<file path="src/rtl/extint_pkg.sv">
// Package: shared constants of the external interrupt controller.
// Holds the trigger code values and the register byte offsets used by the
// register file and the detectors. Assumes byte addressing, 32-bit words.
package extint_pkg;

    // Trigger codes, one 4-bit field per pin
    localparam logic [3:0] TRIG_LOW  = 4'd0;
    localparam logic [3:0] TRIG_HIGH = 4'd1;
    localparam logic [3:0] TRIG_FALL = 4'd2;
    localparam logic [3:0] TRIG_RISE = 4'd4;
    localparam logic [3:0] TRIG_BOTH = 4'd6;

    localparam int TRIG_W          = 4;
    localparam int WORD_W          = 32;
    localparam int FIELDS_PER_WORD = WORD_W / TRIG_W;

    // Register byte offsets
    localparam int OFS_CFG  = 'h88;
    localparam int OFS_MASK = 'hA4;
    localparam int OFS_PEND = 'hA8;

    // True for the five trigger codes that have a meaning
    function automatic logic trig_defined(input logic [3:0] code);
        return (code == TRIG_LOW) || (code == TRIG_HIGH) || (code == TRIG_FALL) ||
               (code == TRIG_RISE) || (code == TRIG_BOTH);
    endfunction

endpackage

</file>
<file path="src/rtl/extint_sync.sv">
// Module: extint_sync
// Brings a vector of asynchronous pins into the clock domain through a
// chain of STAGES flops, and keeps one extra flop of history for edge
// detection. Assumes each pin is a slow, independent asynchronous level.
module extint_sync #(
    parameter int W      = 24,
    parameter int STAGES = 2
) (
    input  logic         clk,
    input  logic         rst_n,
    input  logic [W-1:0] async_i,
    output logic [W-1:0] sync_o,
    output logic [W-1:0] prev_o
);
    logic [W-1:0] stage_q [STAGES];
    logic [W-1:0] prev_q;

    // Purpose: shift pins through the synchronizer chain and keep history
    always_ff @(posedge clk) begin
        if (!rst_n) begin
            for (int s = 0; s < STAGES; s++) stage_q[s] <= '0;
            prev_q <= '0;
        end else begin
            stage_q[0] <= async_i;
            for (int s = 1; s < STAGES; s++) stage_q[s] <= stage_q[s-1];
            prev_q <= stage_q[STAGES-1];
        end
    end

    assign sync_o = stage_q[STAGES-1];
    assign prev_o = prev_q;

endmodule

</file>
<file path="src/rtl/extint_detect.sv">
// Module: extint_detect
// Trigger decoder for one pin. Compares the current synchronized sample
// with the previous one, or looks at the level alone, as the 4-bit code
// selects. Assumes cur_i and prev_i are consecutive samples of one flop chain.
module extint_detect
    import extint_pkg::*;
(
    input  logic       clk,
    input  logic       rst_n,
    input  logic       cur_i,
    input  logic       prev_i,
    input  logic [3:0] code_i,
    output logic       hit_o
);
    // Purpose: decode the trigger code into a per-cycle event
    always_comb begin
        case (code_i)
            TRIG_LOW:  hit_o = ~cur_i;
            TRIG_HIGH: hit_o = cur_i;
            TRIG_FALL: hit_o = prev_i & ~cur_i;
            TRIG_RISE: hit_o = cur_i & ~prev_i;
            TRIG_BOTH: hit_o = cur_i ^ prev_i;
            default:   hit_o = 1'b0;
        endcase
    end

    // an undefined code gives no event
    a_r5_undef_silent: assert property (@(posedge clk) disable iff (!rst_n)
        !trig_defined(code_i) |-> !hit_o);

    // a single-edge code fires for at most one cycle per edge
    a_r4_rise_once: assert property (@(posedge clk) disable iff (!rst_n)
        (hit_o && code_i == TRIG_RISE) |=> (!hit_o || code_i != TRIG_RISE));
    a_r4_fall_once: assert property (@(posedge clk) disable iff (!rst_n)
        (hit_o && code_i == TRIG_FALL) |=> (!hit_o || code_i != TRIG_FALL));

endmodule

</file>
<file path="src/rtl/extint_regs.sv">
// Module: extint_regs
// Register file: trigger configuration words, the mask register and the
// write-one-to-clear pending register. Pending bits of bypassed pins are
// held at zero. Assumes one-cycle write strobes and combinational reads.
module extint_regs
    import extint_pkg::*;
#(
    parameter int NUM_IN        = 24,
    parameter int NUM_DIRECT    = 4,
    parameter bit BYPASS_DIRECT = 1'b0,
    parameter int ADDR_W        = 8
) (
    input  logic                     clk,
    input  logic                     rst_n,
    input  logic [ADDR_W-1:0]        reg_addr,
    input  logic                     reg_wr,
    input  logic [WORD_W-1:0]        reg_wdata,
    output logic [WORD_W-1:0]        reg_rdata,
    input  logic [NUM_IN-1:0]        hit_i,
    output logic [TRIG_W*NUM_IN-1:0] cfg_o,
    output logic [NUM_IN-1:0]        mask_o,
    output logic [NUM_IN-1:0]        pend_o
);
    localparam int NUM_CFG_WORDS = (NUM_IN + FIELDS_PER_WORD - 1) / FIELDS_PER_WORD;
    localparam logic [NUM_IN-1:0] KEEP =
        BYPASS_DIRECT ? ({NUM_IN{1'b1}} << NUM_DIRECT) : {NUM_IN{1'b1}};

    logic [WORD_W-1:0] cfg_q [NUM_CFG_WORDS];
    logic [NUM_IN-1:0] mask_q;
    logic [NUM_IN-1:0] pend_q;
    logic              sel_mask;
    logic              sel_pend;
    logic [NUM_IN-1:0] clr_bits;

    assign sel_mask = (reg_addr == ADDR_W'(OFS_MASK));
    assign sel_pend = (reg_addr == ADDR_W'(OFS_PEND));
    assign clr_bits = (reg_wr && sel_pend) ? reg_wdata[NUM_IN-1:0] : '0;

    // Purpose: hold the trigger configuration words
    always_ff @(posedge clk) begin
        if (!rst_n) begin
            for (int j = 0; j < NUM_CFG_WORDS; j++) cfg_q[j] <= '0;
        end else if (reg_wr) begin
            for (int j = 0; j < NUM_CFG_WORDS; j++)
                if (reg_addr == ADDR_W'(OFS_CFG + 4*j)) cfg_q[j] <= reg_wdata;
        end
    end

    // Purpose: hold the mask register, fully masked out of reset
    always_ff @(posedge clk) begin
        if (!rst_n)                mask_q <= '1;
        else if (reg_wr && sel_mask) mask_q <= reg_wdata[NUM_IN-1:0];
    end

    // Purpose: latch events and apply write-one-to-clear; a new event wins
    always_ff @(posedge clk) begin
        if (!rst_n) pend_q <= '0;
        else        pend_q <= ((pend_q & ~clr_bits) | hit_i) & KEEP;
    end

    // Purpose: combinational read mux, unused upper bits read as zero
    always_comb begin
        reg_rdata = '0;
        if (sel_mask) reg_rdata = WORD_W'(mask_q);
        if (sel_pend) reg_rdata = WORD_W'(pend_q);
        for (int j = 0; j < NUM_CFG_WORDS; j++)
            if (reg_addr == ADDR_W'(OFS_CFG + 4*j)) reg_rdata = cfg_q[j];
    end

    // Flatten the configuration words into one field per pin
    for (genvar i = 0; i < NUM_IN; i++) begin : g_field
        assign cfg_o[TRIG_W*i +: TRIG_W] =
            cfg_q[i / FIELDS_PER_WORD][TRIG_W*(i % FIELDS_PER_WORD) +: TRIG_W];
    end

    assign mask_o = mask_q;
    assign pend_o = pend_q;

    // a written one clears its bit unless an event arrives that cycle
    a_r6_w1c: assert property (@(posedge clk) disable iff (!rst_n)
        (reg_wr && sel_pend) |=>
        ((pend_q & $past(reg_wdata[NUM_IN-1:0] & ~hit_i)) == '0));

    // every event on a local pin is present in the next cycle
    a_r11_event_wins: assert property (@(posedge clk) disable iff (!rst_n)
        (|(hit_i & KEEP)) |=>
        ((pend_q & $past(hit_i & KEEP)) == $past(hit_i & KEEP)));

endmodule

</file>
<file path="src/rtl/extint_ctrl.sv">
// Module: extint_ctrl (top)
// External interrupt controller: synchronizes 24 pins, decodes a trigger
// code per pin, latches events into a maskable pending register and folds
// them into six request lines (four direct, two shared groups). With
// BYPASS_DIRECT set, the direct pins skip local pending and mask and drive
// their lines from a registered copy of the detector output.
// Assumes NUM_DIRECT < GROUP_A_HI < NUM_IN - 1 and NUM_IN < 32.
module extint_ctrl
    import extint_pkg::*;
#(
    parameter int NUM_IN        = 24,
    parameter int NUM_DIRECT    = 4,
    parameter int GROUP_A_HI    = 7,
    parameter int SYNC_STAGES   = 2,
    parameter bit BYPASS_DIRECT = 1'b0,
    parameter int ADDR_W        = 8
) (
    input  logic                  clk,
    input  logic                  rst_n,
    input  logic [NUM_IN-1:0]     pin_i,
    input  logic [ADDR_W-1:0]     reg_addr,
    input  logic                  reg_wr,
    input  logic [31:0]           reg_wdata,
    output logic [31:0]           reg_rdata,
    output logic [NUM_DIRECT+1:0] irq_o
);
    localparam int LINE_A = NUM_DIRECT;
    localparam int LINE_B = NUM_DIRECT + 1;

    logic [NUM_IN-1:0]        sync_w;
    logic [NUM_IN-1:0]        prev_w;
    logic [NUM_IN-1:0]        hit_w;
    logic [TRIG_W*NUM_IN-1:0] cfg_w;
    logic [NUM_IN-1:0]        mask_w;
    logic [NUM_IN-1:0]        pend_w;
    logic [NUM_IN-1:0]        live_w;

    extint_sync #(.W(NUM_IN), .STAGES(SYNC_STAGES)) u_sync (
        .clk     (clk),
        .rst_n   (rst_n),
        .async_i (pin_i),
        .sync_o  (sync_w),
        .prev_o  (prev_w)
    );

    for (genvar i = 0; i < NUM_IN; i++) begin : g_det
        extint_detect u_det (
            .clk    (clk),
            .rst_n  (rst_n),
            .cur_i  (sync_w[i]),
            .prev_i (prev_w[i]),
            .code_i (cfg_w[TRIG_W*i +: TRIG_W]),
            .hit_o  (hit_w[i])
        );
    end

    extint_regs #(
        .NUM_IN        (NUM_IN),
        .NUM_DIRECT    (NUM_DIRECT),
        .BYPASS_DIRECT (BYPASS_DIRECT),
        .ADDR_W        (ADDR_W)
    ) u_regs (
        .clk       (clk),
        .rst_n     (rst_n),
        .reg_addr  (reg_addr),
        .reg_wr    (reg_wr),
        .reg_wdata (reg_wdata),
        .reg_rdata (reg_rdata),
        .hit_i     (hit_w),
        .cfg_o     (cfg_w),
        .mask_o    (mask_w),
        .pend_o    (pend_w)
    );

    assign live_w = pend_w & ~mask_w;

    // Shared group lines
    assign irq_o[LINE_A] = |live_w[GROUP_A_HI:NUM_DIRECT];
    assign irq_o[LINE_B] = |live_w[NUM_IN-1:GROUP_A_HI+1];

    if (BYPASS_DIRECT) begin : g_bypass
        logic [NUM_DIRECT-1:0] direct_q;

        // Purpose: register detector events of the direct pins for upstream
        always_ff @(posedge clk) begin
            if (!rst_n) direct_q <= '0;
            else        direct_q <= hit_w[NUM_DIRECT-1:0];
        end

        assign irq_o[NUM_DIRECT-1:0] = direct_q;

        // bypassed pins leave no local pending state
        a_r10_no_local: assert property (@(posedge clk) disable iff (!rst_n)
            live_w[NUM_DIRECT-1:0] == '0);
    end else begin : g_local
        assign irq_o[NUM_DIRECT-1:0] = live_w[NUM_DIRECT-1:0];
    end

    // a fully masked register keeps both group lines low
    a_r7_mask_blocks: assert property (@(posedge clk) disable iff (!rst_n)
        (mask_w == '1) |-> (irq_o[LINE_B:LINE_A] == 2'b00));

endmodule

</file>
<file path="config.mk">
export PLATFORM = sky130hd
export DESIGN_NAME = extint_ctrl
export DESIGN_NICKNAME = d
export VERILOG_FILES = /design/src/rtl/extint_pkg.sv /design/src/rtl/extint_sync.sv /design/src/rtl/extint_detect.sv /design/src/rtl/extint_regs.sv /design/src/rtl/extint_ctrl.sv
export SDC_FILE = /design/constraint.sdc
export NUM_CORES = 1
export LEC_CHECK = 0
export ABC_CLOCK_PERIOD_IN_PS = 4300
export BUFFER_PORTS_ARGS = -buffer_cell sky130_fd_sc_hd__buf_4
export CORE_MARGIN = 1.5
export CORE_UTILIZATION = 40
export DETAILED_ROUTE_END_ITERATION = 16
export SLEW_MARGIN = 30
export SYNTH_ARGS = -nofsm -noshare
export SYNTH_HDL_FRONTEND = slang
export SYNTH_SLANG_ARGS = --single-unit
</file>
<file path="constraint.sdc">
create_clock -name clk -period 4.3 [get_ports clk]
set_input_delay 0.86 -clock clk [delete_from_list [all_inputs] [get_ports clk]]
set_output_delay 0.86 -clock clk [all_outputs]
set_load 0.005 [all_outputs]
</file>
==> metrics.md <==
| Metric | Value |
|---|---|
| Root buf cell | clkbuf_16 |
| Maximum vdd drop | 0.248 mV |
| Synthesized instance count | a little over 1k |
| Largest net degree at the start of global routing | 52 |
| Hold path depth | 1 |
| Clock Latency Late Sink | around 0.52 ns |
| Max-slew violations | 0 |
| Via count of the routed design | 7871 |
| CP startpoint kind | input port |
| R2r endpoint | u_regs.pend_o[5] |
| #FFs+latches synth | ~220 |
| Setup TNS | 0 ns |
| Total gr overflow | 0 |
| R2R Setup Slk | 2.70 ns |
| Final period util | 0.855 |
| ANT nets after route | 0 |
| Share of the synthesized area in the top cell type | 0.275 |
| Min-delay src | u_sync.stage_q[0][4] |
| CP arrival | ~2.8 ns |
| Worst reg2reg path depth | 4 |
| Mapped Nets | about 1.1k |
| Max frequency | between 200 and 300 MHz |
| Final period demand of the worst path | 3.68 ns |
| Critical path fanouts, max | 37 |
| NumNets Final | 1238 |
| Worst Tran Pin Value | 0.697 ns |
| # rows | between 50 and 60 |
| Max-cap violations | 0 |
| Final total power | about 4.7 mW |
| Syn avg cell area | 10.2 um^2 |
| DP HPWL | just under 20 mm |
| Status | complete, no violations |
| Unrepaired setup endpoints after global routing | no |
| Worst-path clk slew | roughly 0.06 ns |
| # fillers | between 2k and 2.5k |
| Routed length per instance | 18.8 um |
| Synth Flop Type | dfxtp_1 |
| Endpoints failing setup | 0 |
| Routed vias/inst | 5.33 |
| Hold buffer count at cts | 0 |
| Num CTS Buffers | 24 |
| Vias in the first global route | 7640 |
| Core area | ~0.026 mm^2 |
| Sequential fraction of the synthesis area | 0.503 |
| FF/Latch Area | roughly 0.0053 mm^2 |
| Max Root-Sink Buffers | 3 |
| Initial antenna violation count | 2 |
| Syn Std Cell Area | around 0.010 mm^2 |
| Die area | 0.0272 mm^2 |
| Htree depth | 1 |
| Area Growth Syn to Fin | 18.3% |
| EDFF count, synth | 96 |
| Multi-input logic area | between 0.004 and 0.005 mm^2 |
| Hold Path Sink | u_sync.stage_q[0][28] |
| Worst Hold Class | reg2reg |
| Top cell type by total area after synthesis | edfxtp_1 |
| Ys async rst share | 0 |
| Normalized max-slew margin | 0.534 |
| Postcts setup bufs | 0 |
| CTS tree | yes |
| RR Startpoint | u_regs.cfg_q[0][20] |
| Clock Skews | around 0.012 ns |
| Starting Density | 0.405 |
| Die W | ~170 um |
| All-layer global routing usage | 0.209 |
| GPL Wtd Cong | around 0.83 |
| Final Hold Viols | 0 |
| First-pass GRT wire length | 43.2 mm |
| Synth top area cells | edfxtp_1 (27%), dfxtp_1 (23%), and2_1 (6.2%), ha_1 (5.7%), inv_1 (3.3%) |
| DRT Pass-1 Iters | 6 |
| Clock net sink count | around 220 |
| P_leak | approximately 5.2 nW |
| Die Y | roughly 170 um |
| # IOs | between 100 and 150 |
| DRC violations left | 0 |
| Port Buffers | ~100 |
| PostCTS Resize Cnt | 0 |
| Share of post-route cells with drive strength above 1 | 0.170 |
| CP endpoint kind | output pin |
| Pwr dens | about 380 mW/mm^2 |
| Worst EP required | around 3.4 ns |
| Drt initial violations | 671 |
| Wirelength, routed | approximately 28 mm |
| Yosys warning count | 0 |
| Netlist cell types | 40 |
| CP Class | in2out |
[metrics by stage]
stage / cell area, um^2 / util / worst slack, ns / hold slack, ns / std cells
5_1_grt: 12400 / 0.479 / 0.551 / 0.437 / 1478
2_1_floorplan: 10500 / - / 0.700 / 0.412 / 1025
4_1_cts: 12400 / 0.479 / 0.714 / 0.431 / 1476
3_3_place_gp: 11600 / 0.449 / 0.754 / 0.414 / 1432
6_report: 12400 / 0.479 / 0.623 / 0.430 / 1478
3_5_place_dp: 11600 / 0.449 / 0.706 / 0.417 / 1432
[per-layer routing]
metal  up-vias  part of all wire  GRT usage
met3        43             0.055     0.0314
met5         -                 0          0
met4         0             0.021     0.0549
li1       3796                 -          -
met1      3794              0.45      0.279
met2       238              0.47      0.354
[worst max-delay path, stage by stage]
cell and delay [ns]:
buf_4 0.30, nor2b_2 0.59, buf_4 0.32, a22o_1 0.17, a22oi_1 0.08, a21oi_1 0.29, buf_4 0.18
[cells in the final DEF, fill, tap and decap left out, drive strengths merged, types with 2 or more instances in the layout]
cell,n
buf,125
dfxtp,120
and2,104
edfxtp,96
inv,94
nand2,59
nor2b,55
ha,48
o21ai,41
a21oi,39
nand3,34
clkbuf,32
o22ai,28
a22oi,25
mux2,24
a22o,24
a21o,24
xor2,24
a31oi,24
nor2,18
mux2i,16
or3,16
o21a,16
o211ai,10
a21boi,10
a41o,8
clkinv,7
a221oi,4
and3,3
diode,2
and3b,2
bufinv,2
nor3b,2
[synthesized netlist by cell type, drive strengths merged, types with 18 or more instances]
| library cell | instances |
|---|---|
| nor2b | 55 |
| nor2 | 18 |
| a21oi | 39 |
| nand2 | 59 |
| clkbuf | 26 |
| a22o | 24 |
| ha | 48 |
| o22ai | 28 |
| nand3 | 34 |
| dfxtp | 120 |
| mux2 | 24 |
| a22oi | 25 |
| inv | 92 |
| xor2 | 24 |
| o21ai | 41 |
| buf | 27 |
| a31oi | 24 |
| a21o | 24 |
| edfxtp | 96 |
| and2 | 104 |
[state kept, by name, indices dropped and copies added, names as in the netlist]
name / count
u_regs.mask_o: 24
u_regs.cfg_q: 96
u_sync.stage_q: 48
u_sync.prev_o: 24
u_regs.pend_o: 24
[where the power goes]
group	total [mW]	switching, mW	internal, mW
clock	2.03	0.834	1.19
sequential	2.32	0.0826	2.23
combinational	0.359	0.186	0.173
total	4.70	1.10	3.60
[layout make-up]
cell class,instances,area share
Sequential cell,216,0.425
Multi-Input combinational cell,664,0.374
Timing Repair Buffer,125,0.0766
Clock buffer,32,0.0525
Tap cell,335,0.0337
Inverter,92,0.0278
Clock inverter,12,0.00977
Antenna cell,2,0.000403
[how the worst max path moves through the flow]
| stage | cells after the start | slack, ns | start | to |
|---|---|---|---|---|
| finish | 7 | 0.62 | reg_addr[2] | reg_rdata[13] |
| global route | 7 | 0.55 | reg_addr[2] | reg_rdata[13] |
| CTS | 7 | 0.71 | reg_addr[2] | reg_rdata[13] |
| detailed placement | 7 | 0.71 | reg_addr[2] | reg_rdata[13] |
| global placement | 7 | 0.75 | reg_addr[2] | reg_rdata[13] |
| floorplan | 5 | 0.70 | reg_addr[4] | u_regs.cfg_q[0][0] |
[logic make-up (layout without fill, tap and decap cells)]
kind of cell,after synthesis,in the layout,synth area share
other,0,2,0
adder cells (fa/ha/maj),48,48,0.0572
AO/OA/AOI/OAI,254,254,0.163
buffers and inverters,145,261,0.0566
AND/OR/NAND/NOR,298,298,0.159
XOR/XNOR,24,24,0.0200
flip-flops,216,216,0.503
multiplexers,40,40,0.0410
Note: power is estimated with default switching activity, not from simulation.
